<file path="src/rtl/dma_stat_pkg.sv">
package dma_stat_pkg;
  localparam int unsigned CODE_W = 5;
  localparam int unsigned BYTE_W = 8;

  // status bit positions (software-visible order)
  localparam int unsigned B_COC = 7;
  localparam int unsigned B_BTC = 6;
  localparam int unsigned B_NDT = 5;
  localparam int unsigned B_ERR = 4;
  localparam int unsigned B_ACT = 3;
  localparam int unsigned B_DIT = 2;
  localparam int unsigned B_PCT = 1;
  localparam int unsigned B_PCS = 0;

  // sticky flag indices inside the flag bank
  typedef enum logic [2:0] {
    F_COC = 3'd0, F_BTC = 3'd1, F_NDT = 3'd2,
    F_ERR = 3'd3, F_DIT = 3'd4, F_PCT = 3'd5
  } flag_idx_e;
  localparam int unsigned N_FLAGS = 6;

  localparam logic [CODE_W-1:0] C_NONE   = 5'b00000;
  localparam logic [CODE_W-1:0] C_TIMING = 5'b00010;
  localparam logic [CODE_W-1:0] C_EXT    = 5'b10000;
  localparam logic [CODE_W-1:0] C_SOFT   = 5'b10001;
endpackage

</file>
<file path="src/rtl/dma_pline_edge.sv">
module dma_pline_edge (
  input  logic clk_i,
  input  logic rst_ni,
  input  logic pline_i,
  output logic fall_o
);
  logic prev_q;

  always_ff @(posedge clk_i or negedge rst_ni) begin
    if (!rst_ni) prev_q <= 1'b0;
    else         prev_q <= pline_i;
  end

  assign fall_o = prev_q & ~pline_i;

  assert_fall_edge_R4: assert property (@(posedge clk_i) disable iff (!rst_ni)
    fall_o |-> ($past(pline_i) && !pline_i));
endmodule

</file>
<file path="src/rtl/dma_sticky_bank.sv">
module dma_sticky_bank #(
  parameter int unsigned N = 6
) (
  input  logic         clk_i,
  input  logic         rst_ni,
  input  logic [N-1:0] set_i,
  input  logic [N-1:0] clr_i,
  output logic [N-1:0] q_o
);
  for (genvar g = 0; g < N; g++) begin : g_bit
    logic q;
    always_ff @(posedge clk_i or negedge rst_ni) begin
      if (!rst_ni)       q <= 1'b0;
      else if (set_i[g]) q <= 1'b1;   // set wins over clear
      else if (clr_i[g]) q <= 1'b0;
    end
    assign q_o[g] = q;

    assert_sticky_hold_R2: assert property (@(posedge clk_i) disable iff (!rst_ni)
      (q && !clr_i[g]) |=> q);
    assert_set_wins_R2: assert property (@(posedge clk_i) disable iff (!rst_ni)
      set_i[g] |=> q);
  end
endmodule

</file>
<file path="src/rtl/dma_err_code.sv">
module dma_err_code
  import dma_stat_pkg::*;
(
  input  logic              clk_i,
  input  logic              rst_ni,
  input  logic              sw_abort_i,
  input  logic              ext_stop_i,
  input  logic              err_evt_i,
  input  logic [CODE_W-1:0] err_code_i,
  input  logic              refuse_i,
  input  logic              clr_i,
  output logic [CODE_W-1:0] code_o
);
  logic [CODE_W-1:0] code_q;

  always_ff @(posedge clk_i or negedge rst_ni) begin
    if (!rst_ni)         code_q <= C_NONE;
    else if (sw_abort_i) code_q <= C_SOFT;
    else if (ext_stop_i) code_q <= C_EXT;
    else if (err_evt_i)  code_q <= err_code_i;
    else if (refuse_i)   code_q <= C_TIMING;
    else if (clr_i)      code_q <= C_NONE;
  end

  assign code_o = code_q;

  assert_abort_code_R7: assert property (@(posedge clk_i) disable iff (!rst_ni)
    sw_abort_i |=> (code_o == C_SOFT));
  assert_refuse_code_R5: assert property (@(posedge clk_i) disable iff (!rst_ni)
    (refuse_i && !sw_abort_i && !ext_stop_i && !err_evt_i) |=> (code_o == C_TIMING));
  assert_clear_code_R6: assert property (@(posedge clk_i) disable iff (!rst_ni)
    (clr_i && !sw_abort_i && !ext_stop_i && !err_evt_i && !refuse_i) |=> (code_o == C_NONE));
endmodule

</file>
<file path="src/rtl/dma_chan_status.sv">
module dma_chan_status
  import dma_stat_pkg::*;
(
  input  logic              clk_i,
  input  logic              rst_ni,
  input  logic              op_done_i,
  input  logic              blk_done_i,
  input  logic              dev_term_i,
  input  logic              done_in_i,
  input  logic              multi_blk_en_i,
  input  logic              err_evt_i,
  input  logic [CODE_W-1:0] err_code_i,
  input  logic              ext_stop_i,
  input  logic              sw_abort_i,
  input  logic              start_req_i,
  input  logic              pline_i,
  input  logic              wr_stat_i,
  input  logic [BYTE_W-1:0] wr_data_i,
  input  logic              irq_dis_i,
  input  logic [BYTE_W-1:0] norm_vec_i,
  input  logic [BYTE_W-1:0] err_vec_i,
  output logic [BYTE_W-1:0] status_o,
  output logic [BYTE_W-1:0] err_o,
  output logic              active_o,
  output logic              start_ok_o,
  output logic              irq_o,
  output logic [BYTE_W-1:0] vec_o
);
  logic [N_FLAGS-1:0] flag_set, flag_clr, flag_q;
  logic [CODE_W-1:0]  code;
  logic               act_q, blocked, accept, refuse, any_err, stop_act, pline_fall;
  logic               unused_wr_bits;

  assign unused_wr_bits = ^{wr_data_i[B_ACT], wr_data_i[B_PCS]};

  assign blocked  = flag_q[F_COC] | flag_q[F_BTC] | flag_q[F_NDT] | flag_q[F_ERR] | act_q;
  assign accept   = start_req_i & ~blocked;
  assign refuse   = start_req_i & blocked;
  assign any_err  = sw_abort_i | ext_stop_i | err_evt_i | refuse;
  assign stop_act = op_done_i | dev_term_i | any_err;

  dma_pline_edge u_edge (
    .clk_i  (clk_i),
    .rst_ni (rst_ni),
    .pline_i(pline_i),
    .fall_o (pline_fall)
  );

  always_comb begin
    flag_set        = '0;
    flag_set[F_COC] = op_done_i | dev_term_i | any_err;
    flag_set[F_BTC] = blk_done_i;
    flag_set[F_NDT] = dev_term_i;
    flag_set[F_ERR] = any_err;
    flag_set[F_DIT] = done_in_i & multi_blk_en_i;
    flag_set[F_PCT] = pline_fall;

    flag_clr        = '0;
    flag_clr[F_COC] = wr_stat_i & wr_data_i[B_COC];
    flag_clr[F_BTC] = wr_stat_i & wr_data_i[B_BTC];
    flag_clr[F_NDT] = wr_stat_i & wr_data_i[B_NDT];
    flag_clr[F_ERR] = wr_stat_i & wr_data_i[B_ERR];
    flag_clr[F_DIT] = wr_stat_i & wr_data_i[B_DIT];
    flag_clr[F_PCT] = wr_stat_i & wr_data_i[B_PCT];
  end

  dma_sticky_bank #(.N(N_FLAGS)) u_flags (
    .clk_i (clk_i),
    .rst_ni(rst_ni),
    .set_i (flag_set),
    .clr_i (flag_clr),
    .q_o   (flag_q)
  );

  dma_err_code u_code (
    .clk_i     (clk_i),
    .rst_ni    (rst_ni),
    .sw_abort_i(sw_abort_i),
    .ext_stop_i(ext_stop_i),
    .err_evt_i (err_evt_i),
    .err_code_i(err_code_i),
    .refuse_i  (refuse),
    .clr_i     (flag_clr[F_ERR]),
    .code_o    (code)
  );

  always_ff @(posedge clk_i or negedge rst_ni) begin
    if (!rst_ni)       act_q <= 1'b0;
    else if (accept)   act_q <= 1'b1;
    else if (stop_act) act_q <= 1'b0;
  end

  always_comb begin
    status_o        = '0;
    status_o[B_COC] = flag_q[F_COC];
    status_o[B_BTC] = flag_q[F_BTC];
    status_o[B_NDT] = flag_q[F_NDT];
    status_o[B_ERR] = flag_q[F_ERR];
    status_o[B_ACT] = act_q;
    status_o[B_DIT] = flag_q[F_DIT];
    status_o[B_PCT] = flag_q[F_PCT];
    status_o[B_PCS] = pline_i;
  end

  assign err_o      = {{(BYTE_W-CODE_W){1'b0}}, code};
  assign active_o   = act_q;
  assign start_ok_o = ~blocked;
  assign irq_o      = flag_q[F_COC] & ~irq_dis_i;
  assign vec_o      = flag_q[F_ERR] ? err_vec_i : norm_vec_i;

  assert_refused_stays_idle_R5: assert property (@(posedge clk_i) disable iff (!rst_ni)
    (start_req_i && !start_ok_o) |=> (!active_o && status_o[B_ERR] && status_o[B_COC]));
  assert_act_drops_R3: assert property (@(posedge clk_i) disable iff (!rst_ni)
    (op_done_i || dev_term_i || ext_stop_i || sw_abort_i) |=> !active_o);
  assert_write_keeps_act_R3: assert property (@(posedge clk_i) disable iff (!rst_ni)
    (wr_stat_i && active_o && !start_req_i && !op_done_i && !dev_term_i && !err_evt_i
     && !ext_stop_i && !sw_abort_i) |=> active_o);
  assert_ndt_R11: assert property (@(posedge clk_i) disable iff (!rst_ni)
    dev_term_i |=> (status_o[B_NDT] && status_o[B_COC]));
  assert_dit_gate_R8: assert property (@(posedge clk_i) disable iff (!rst_ni)
    $rose(status_o[B_DIT]) |-> $past(done_in_i && multi_blk_en_i));
  assert_err_top_zero_R6: assert property (@(posedge clk_i) disable iff (!rst_ni)
    err_o[7:5] == 3'b000);
endmodule

</file>
<file path="config.mk">
export PLATFORM = sky130hd
export DESIGN_NAME = dma_chan_status
export DESIGN_NICKNAME = d
export VERILOG_FILES = /design/src/rtl/dma_stat_pkg.sv /design/src/rtl/dma_pline_edge.sv /design/src/rtl/dma_sticky_bank.sv /design/src/rtl/dma_err_code.sv /design/src/rtl/dma_chan_status.sv
export SDC_FILE = /design/constraint.sdc
export NUM_CORES = 1
export LEC_CHECK = 0
export BUFFER_PORTS_ARGS = -buffer_cell sky130_fd_sc_hd__buf_4
export CAP_MARGIN = 10
export CORE_ASPECT_RATIO = 0.75
export CORE_MARGIN = 5
export CORE_UTILIZATION = 37
export CTS_BUF_LIST = sky130_fd_sc_hd__clkbuf_2 sky130_fd_sc_hd__clkbuf_4 sky130_fd_sc_hd__clkbuf_8
export CTS_CLUSTER_DIAMETER = 60
export DETAILED_ROUTE_END_ITERATION = 16
export GPL_TIMING_DRIVEN = 0
export PLACE_DENSITY = 0.81
export SKIP_CTS_REPAIR_TIMING = 1
export SYNTH_ARGS = -nofsm -noshare
export SYNTH_HDL_FRONTEND = slang
export SYNTH_SLANG_ARGS = --single-unit
</file>
<file path="constraint.sdc">
create_clock -name clk_i -period 2 [get_ports clk_i]
set_clock_uncertainty 0.2 [all_clocks]
set_input_delay 0.6 -clock clk_i [delete_from_list [all_inputs] [get_ports clk_i]]
set_output_delay 0.6 -clock clk_i [all_outputs]
set_load 0.05 [all_outputs]
</file>
==> qor.yml, run 1 <==
sta:
  setup_ws_ns: -0.351
  period_needed_ns: 2.35
  hold_violations: 0
  timing.hold.ws_ns: 0.244
  clock.fmax_ghz: 0.425
  timing.final.crit_share_pct: 118
  worst_pin_slew_ns: 0.514
  rsz0062_at_grt: "true"
  slew_viol_final: 0
  finalSetupViolations: 9
  relSlewSlack_pct: 65.6
clock_network:
  cts-buffers-inserted: 3
  clk_latency_ns: 0.27
  clockBufferDepth: 2
  htreeDepth: 1
  cts.sinks: 13
  clockRootBuffer: "clkbuf_4"
  cts_tree: "yes"
  clkTransAtPathRegs_ns: 0.08
yosys:
  ys.warnings.count: 0
  synth_cells: 70
  synth_cell_types: 27
  synth_top_family_by_area: "compound AO/OA/AOI/OAI gates"
  synth_seq_cells: 13
  synthTopCellsByArea: "dfrtp_1, mux2_2, buf_4, nand2_1, a21o_1"
  synth_mux_area_share_pct: 12.0
  yosys.area.top_type_share_pct: 43.2
  syn_area_per_cell_um2: 10.8
  syn_area_um2: 753
  synth_fa_ha_area_share_pct: 0
  synth_seq_area_share_pct: 43.2
  synth_xor_area_share_pct: 0
  synth-compound-area-share_pct: 17.9
  synth_simple_gate_area_share_pct: 13.0
  yosysTopAreaCell: "dfrtp_1"
routing:
  viasPerCell: 4.75
  vias: 808
  routedWlPerCell_um: 14.8
  wirelength_um: 2520
  drtIter0Drc: 23
  firstDrtPassIters: 4
  antenna_left: 0
  drc_errors: 0
critical_path:
  crit_arrival_ns: 1.55
  required_ns: 1.20
  end_kind: "primary output"
  reg2reg_depth: 4
  r2r_slack_ns: 0.18
  start_kind: "register"
  critPathMaxFanout: 4
  rr_endpoint: "u_code.code_o[2]$_DFFE_PN0P_"
  crit-reg2reg-launch: "u_flags.g_bit[0].q$_DFFE_PN0P_"
  critical_path_class: "reg -> out"
place:
  place_congestion: 0.800
  port_buffers: 64
  dp.cells: 160
  dp_hpwl_um: 1990
final_layout:
  antenna_cells: 0
  nets: 190
  final_cells: 170
  area_growth_pct: 88.5
  post-route-util_pct: 71.7
  layout_common_cells: "buf_4, dfrtp_1, nand2_1"
  final_common_cell: "buf_4"
  final_layout_size_suffix_gt1_share_pct: 67.8
power:
  p_leak_nw: 0.713
  peakVddDrop_mv: 0.396
  finalPower_mw: 0.740
  power.density_nw_per_um2: 521
floorplanning:
  die_y_um: 49.1
  row_count: 14
  io_pins: 70
  die_area_um2: 3050
  start_util_pct: 38.1
  core_um2: 1980
  die_x_um: 62.1
grt:
  antenna_found_initial: 0
  grt.overflow.total: 0
  grt_pass1_vias: 832
  grt_start_max_net_pins: 14
  grtUsageTotal_pct: 15.6
  grt_pass1_wl_um: 3850
worst_hold_path:
  hold_start: "pline_i"
  min_to: "u_edge.prev_q$_DFF_PN0_"
  whs_path_depth: 1
  holdCritPathClass: "in -> reg"
outcome:
  violations: "setup timing"
  status: "complete, but fails checks"
run:
  maxCapViolCount: 0
cell usage after synthesis (all sizes together):
library cell	instances
a2111oi	1
a21o	3
a21oi	2
a22o	2
a311o	1
a32o	2
a32oi	1
and3b	1
buf	12
clkbuf	1
conb	1
dfrtp	13
inv	1
mux2	8
nand2	9
nand2b	1
nor2	1
nor2b	1
nor3	1
nor3b	1
nor4b	1
o211a	1
o21ai	3
or3	1
or4	1
registers in the layout, indices dropped and copies added, names as in the netlist:
name / flops
u_code.code_o: 5
u_edge.prev_q: 1
u_flags.g_bit.q: 6
active_o: 1
through the flow:
step	cell area, um2	worst slack [ns]	TNS, ns
final	1420	-0.351	-1.65
after global routing	1420	-0.400	-2.14
after CTS	1310	-0.497	-1.59
after detailed placement	1280	-0.182	-0.283
after global placement	1280	-0.175	-0.262
after floorplan	772	-0.134	-0.134
worst max path at each step:
stage                                         startpoint          to  slack, ns  cells after the start
after floorplan           u_flags.g_bit[3].q$_DFFE_PN0P_  start_ok_o      -0.13                      3
after global placement    u_flags.g_bit[3].q$_DFFE_PN0P_  start_ok_o      -0.17                      4
after detailed placement  u_flags.g_bit[3].q$_DFFE_PN0P_  start_ok_o      -0.18                      4
after CTS                 u_flags.g_bit[3].q$_DFFE_PN0P_  start_ok_o      -0.50                      4
after global routing      u_flags.g_bit[0].q$_DFFE_PN0P_  start_ok_o      -0.40                      3
final                     u_flags.g_bit[0].q$_DFFE_PN0P_  start_ok_o      -0.35                      3
cell type report:
class	count	area (um2)
clock buffer	4	30.0
tap	24	30.0
multi-input combinational	45	352
sequential	13	327
buffer	13	97.6
timing repair buffer	70	581
inverter	1	3.75
fill	153	559
report_power, final:
group / leakage [nW] / total (mW) / internal, mW / switching [mW]
combinational: 0.548 / 0.280 / 0.126 / 0.154
sequential: 0.146 / 0.285 / 0.276 / 0.00930
clock: 0.0184 / 0.175 / 0.0908 / 0.0837
total: 0.713 / 0.740 / 0.493 / 0.247
cells by family after synthesis:
logic type	count (synthesis)
mux	8
buf+inv	14
other cells	1
simple gates	18
compound gates	16
flops	13
metal layers:
layer  part of all wire, %  track usage [%]
met1                    39             19.0
met2                    53             26.2
met3                   8.1             7.14
met4                     0             1.08
met5                     0                0
worst max-delay path: stages (launching register included):
cell	delay, ns
dfrtp_1	0.42
or4_4	0.57
nor2_4	0.13
buf_8	0.16
Note: power is estimated with default switching activity, not from simulation.
==> inputs of run 2 (changes only) <==
- clock period: 2 -> 2.4 ns (I/O delays scaled with it)
==> run 2 against run 1 <==
Effect of this change: the flow still finishes with violations (setup timing); combinational power down 21%; power decreased by 19%; sequential power fell by 16%; clock-buffer cell count is the same; cell count shrank 1.2%; critical path type unchanged; critical endpoint unchanged.
==> qor.yml, run 2 (synthesis gave the netlist of run 1 again) <==
sta:
  finalSetupViolations: 1  # -8
  clock.fmax_ghz: 0.392
  period_needed_ns: 2.55
  hold_violations: 0  # unchanged
  setup_ws_ns: -0.150  # +0.201 ns
  timing.final.crit_share_pct: 106
  relSlewSlack_pct: 64.1  # -1.5 points
  worst_pin_slew_ns: 0.537  # +0.0223 ns
  slew_viol_final: 0  # unchanged
  rsz0062_at_grt: "true"
  setup-tns-final_ns: -0.150  # +1.50 ns
place:
  dp.cells: 160  # unchanged
  dp_slack_ns: 0.114  # +0.297 ns
  port_buffers: 64  # unchanged
  place_area_um2: 1280  # -0.29%
  dp_hpwl_um: 2080  # +4.7%
  place_congestion: 0.733  # -8.4%
grt:
  grt_start_max_net_pins: 14  # unchanged
  grtUsageTotal_pct: 15.9  # +0.27 points
  antenna_found_initial: 0  # unchanged
  grt_pass1_vias: 829  # -0.36%
  grt.overflow.total: 0  # unchanged
  grt_pass1_wl_um: 3830  # -0.55%
routing:
  antenna_left: 0  # unchanged
  firstDrtPassIters: 4  # unchanged
  viasPerCell: 4.74  # -0.19%
  drc_errors: 0  # unchanged
  vias: 797  # -1.4%
  drtIter0Drc: 42  # +83%
  routedWlPerCell_um: 14.6  # -1.8%
  wirelength_um: 2450  # -2.9%
clock_network:
  clockBufferDepth: 2  # unchanged
  cts_tree: "yes"
  clkTransAtPathRegs_ns: 0.07  # about the same
  cts-buffers-inserted: 3  # unchanged
  clockRootBuffer: "clkbuf_4"
  clk_latency_ns: 0.27  # about the same
  htreeDepth: 1  # unchanged
  cts.sinks: 13  # unchanged
floorplanning:
  die_area_um2: 3050  # unchanged
  die_y_um: 49.1  # unchanged
  row_count: 14  # unchanged
  start_util_pct: 38.1  # unchanged
  io_pins: 70  # unchanged
  die_x_um: 62.1  # unchanged
  core_um2: 1980  # unchanged
final_layout:
  area_growth_pct: 78.7
  layout_common_cells: "buf_4, dfrtp_1, nand2_1"
  fin_area_um2: 1350  # -5.2%
  final_cells: 168  # -1.2%
  final_common_cell: "buf_4"
  post-route-util_pct: 68.0  # -3.7 points
  final_layout_size_suffix_gt1_share_pct: 66.7  # -1.1 points
  nets: 188  # -1.1%
  top_register: "u_flags.g_bit.q"
  largest_register_ffs: 6  # unchanged
  antenna_cells: 0  # unchanged
power:
  p_switching_mw: 0.201  # -19%
  power_frac_seq_pct: 39.5  # +0.9 points
  combPwrFrac_pct: 36.7  # -1.1 points
  p_leak_nw: 0.677  # -5.0%
  p_int_mw: 0.402  # -18%
  switching_share_pct: 33.3  # -0.046 points
  power.density_nw_per_um2: 448  # -14%
  pwr-share-clk_pct: 23.7  # about the same
  peakVddDrop_mv: 0.454  # +15%
critical_path:
  r2r_slack_ns: 0.53  # +0.35 ns
  path_buf_inv: 2  # +1
  end_kind: "primary output"
  critical_path_class: "reg -> out"
  required_ns: 1.48  # +0.28 ns
  slowest_delay_ns: 0.53  # -0.04 ns
  critPathMaxFanout: 4  # unchanged
  crit_family: "simple AND/OR/NAND/NOR gates"
  path_cells: "buf_6, or4_4, nor2_4, buf_8"
  crit_arrival_ns: 1.63  # +0.08 ns
  critPathSlowestCell: "or4_4"
  start_kind: "register"
run:
  maxCapViolCount: 0  # unchanged
outcome:
  status: "complete, but fails checks"
  violations: "setup timing"
worst_hold_path:
  holdCritPathClass: "in -> async"
[run 2: final cells by class]
| type | instances | area [um2] |
|---|---|---|
| tap | 24 | 30.0 |
| multi-input combinational | 45 | 342 |
| sequential | 13 | 325 |
| timing repair buffer | 68 | 518 |
| buffer | 13 | 97.6 |
| fill | 165 | 633 |
| clock buffer | 4 | 30.0 |
| inverter | 1 | 3.75 |
[run 2: metal layers]
layer | vias to the layer above | routed length, um | part of all wire (%) | global-route usage, %
met3 | 4 | 272 | 11 | 8.06
met4 | 0 | 35 | 1.4 | 4.33
li1 | 386 | - | - | -
met2 | 39 | 1260 | 51 | 27.6
met1 | 368 | 885 | 36 | 16.8
met5 | - | 0 | 0 | 0
[run 2: metrics by stage]
step           power, mW  hold slack [ns]
3_5_place_dp       0.465            0.275
4_1_cts            0.612           0.0548
6_report           0.603           0.0651
3_3_place_gp       0.459            0.267
5_1_grt            0.636           0.0587
2_1_floorplan      0.367            0.224
[run 2: power groups by stage]
stage / Clock (mW) / Sequential (mW) / Combinational, mW
6_report: 0.143 / 0.238 / 0.221
5_1_grt: 0.162 / 0.240 / 0.235
4_1_cts: 0.151 / 0.238 / 0.222
3_5_place_dp: 0 / 0.243 / 0.222
3_3_place_gp: 0 / 0.242 / 0.217
2_1_floorplan: 0 / 0.256 / 0.110
[run 2: worst paths after layout]
| check | from | end | depth (start not counted) |
|---|---|---|---|
| max | u_flags.g_bit[3].q$_DFFE_PN0P_ | start_ok_o | 4 |
| min | rst_ni | u_code.code_o[2]$_DFFE_PN0P_ | 1 |
| max reg2reg | u_flags.g_bit[3].q$_DFFE_PN0P_ | u_code.code_o[3]$_DFFE_PN0P_ | 5 |
| min reg2reg | u_flags.g_bit[5].q$_DFFE_PN0P_ | u_flags.g_bit[5].q$_DFFE_PN0P_ | 2 |
| max in group asynchronous | rst_ni | u_flags.g_bit[0].q$_DFFE_PN0P_ | 1 |
| min in group clk_i | u_flags.g_bit[5].q$_DFFE_PN0P_ | u_flags.g_bit[5].q$_DFFE_PN0P_ | 2 |
[run 2: worst reg2reg max path: cells and delay by family (launching register included)]
family	cells	cell delay, ns
simple gates	1	0.53
compound gates	2	0.40
buf+inv	2	0.29
flops	1	0.39
==> inputs of run 3 (changes only) <==
- CTS_BUF_LIST: sky130_fd_sc_hd__clkbuf_2 sky130_fd_sc_hd__clkbuf_4 sky130_fd_sc_hd__clkbuf_8 -> sky130_fd_sc_hd__clkbuf_4
- clock period: 2.4 -> 2.93 ns (I/O delays scaled with it)
==> run 3 against run 2 <==
Effect of this change: the run now ends clean; flip-flop and latch count stayed put; die area unchanged; combinational power down 18%; first-iteration DRC count decreased by 50%; wire length fell by 1.3%; non-clock buffer count down 4; via count decreased by 4.0%; critical path depth unchanged; sequential share of layout area rose by 0.84 points; largest power group unchanged.
==> qor.yml, run 3 (synthesis gave the netlist of run 1 again) <==
critical_path:
  crit_arrival_ns: 1.72  # +0.09 ns
  critPathMaxFanout: 10  # +6
  required_ns: 1.85  # +0.37 ns
  end_kind: "primary output"
  critical_path_class: "reg -> out"
  reg2reg_depth: 4  # -1
  start_kind: "register"
  crit-reg2reg-launch: "u_flags.g_bit[3].q$_DFFE_PN0P_"
  r2r_slack_ns: 1.18  # +0.65 ns
  rr_endpoint: "u_code.code_o[2]$_DFFE_PN0P_"
final_layout:
  fillers: 162  # -1.8%
  final_common_cell: "buf_4"
  nets: 184  # -2.1%
  antenna_cells: 0  # unchanged
  top_register: "u_flags.g_bit.q"
  final_cells: 164  # -2.4%
  largest_register_ffs: 6  # unchanged
  area_growth_pct: 72.8
  layout_common_cells: "buf_4, dfrtp_1, nand2_1"
  multi_input_area_um2: 334  # -2.2%
  regArea_um2: 325  # unchanged
  fin_area_um2: 1300  # -3.3%
  final_layout_size_suffix_gt1_share_pct: 65.0  # -1.7 points
sta:
  rsz0062_at_grt: "false"
  slew_viol_final: 0  # unchanged
  clock.fmax_ghz: 0.358
  finalSetupViolations: 0  # -1
  relSlewSlack_pct: 64.0  # -0.17 points
  hold_violations: 0  # unchanged
  setup-tns-final_ns: 0  # +0.150 ns
  timing.hold.ws_ns: 0.225  # +0.160 ns
  timing.final.crit_share_pct: 95.4
  period_needed_ns: 2.80
  worst_pin_slew_ns: 0.539  # +0.00260 ns
grt:
  antenna_found_initial: 0  # unchanged
  grt_pass1_wl_um: 3880  # +1.3%
  grtUsageTotal_pct: 15.7  # -0.17 points
  grt_pass1_vias: 806  # -2.8%
  grt.overflow.total: 0  # unchanged
  grt_start_max_net_pins: 14  # unchanged
floorplanning:
  io_pins: 70  # unchanged
  row_count: 14  # unchanged
  die_x_um: 62.1  # unchanged
  die_y_um: 49.1  # unchanged
  core_um2: 1980  # unchanged
  start_util_pct: 38.1  # unchanged
  die_area_um2: 3050  # unchanged
routing:
  firstDrtPassIters: 4  # unchanged
  vias: 765  # -4.0%
  antenna_left: 0  # unchanged
  wirelength_um: 2420  # -1.3%
  viasPerCell: 4.66  # -1.7%
  routedWlPerCell_um: 14.7  # +1.1%
  drc_errors: 0  # unchanged
  drtIter0Drc: 21  # -50%
place:
  dp_hpwl_um: 2030  # -2.4%
  dp.cells: 160  # unchanged
  port_buffers: 64  # unchanged
  place_area_um2: 1270  # -0.59%
  place_congestion: 0.812  # +11%
clock_network:
  clkTransAtPathRegs_ns: 0.08  # about the same
  cts_tree: "yes"
  htreeDepth: 1  # unchanged
  clockRootBuffer: "clkbuf_4"
  clk_latency_ns: 0.27  # about the same
  cts-buffers-inserted: 3  # unchanged
  clockBufferDepth: 2  # unchanged
  cts.sinks: 13  # unchanged
outcome:
  status: "finished, final reports clean"
worst_hold_path:
  holdCritPathClass: "in -> async"
power:
  p_leak_nw: 0.659  # -2.7%
  peakVddDrop_mv: 0.380  # -16%
  power.density_nw_per_um2: 382  # -15%
  finalPower_mw: 0.497  # -18%
run:
  maxCapViolCount: 0  # unchanged
run 3: worst max path at each step:
stage	start	end	slack (ns)
global route	u_flags.g_bit[3].q$_DFFE_PN0P_	start_ok_o	0.08
finish	u_flags.g_bit[3].q$_DFFE_PN0P_	start_ok_o	0.13
floorplan	active_o$_DFFE_PN0P_	start_ok_o	0.09
global placement	err_vec_i[0]	vec_o[0]	0.41
detailed placement	err_vec_i[4]	vec_o[4]	0.41
CTS	u_flags.g_bit[3].q$_DFFE_PN0P_	start_ok_o	0.12
run 3: critical path: stages, from the launching register on:
cell	delay, ns
dfrtp_1	0.39
buf_6	0.15
or4_4	0.51
nor2_1	0.17
buf_4	0.23
run 3: final cells by class:
| class | count | area share (%) |
|---|---|---|
| timing repair buffer | 64 | 36.9 |
| multi-input combinational | 45 | 25.7 |
| sequential | 13 | 25.0 |
| buffer | 13 | 7.50 |
| clock buffer | 4 | 2.31 |
| tap | 24 | 2.31 |
| inverter | 1 | 0.288 |
run 3: per-layer routing:
| metal | wire [um] | GRT usage (%) |
|---|---|---|
| met1 | 1000 | 18.6 |
| met2 | 1220 | 27.8 |
| met3 | 194 | 5.53 |
| met4 | 0 | 2.17 |
| met5 | 0 | 0 |
run 3: power breakdown:
part           leakage (nW)  switching, mW  internal, mW
sequential            0.148        0.00599         0.188
combinational         0.492          0.103        0.0781
clock                0.0184         0.0597        0.0621
total                 0.659          0.168         0.329
run 3: per-stage QoR:
stage / setup WS [ns] / util, %
5_1_grt: 0.0817 / 65.7
3_3_place_gp: 0.411 / 64.2
6_report: 0.134 / 65.7
4_1_cts: 0.118 / 65.7
2_1_floorplan: 0.0944 / -
3_5_place_dp: 0.412 / 64.2
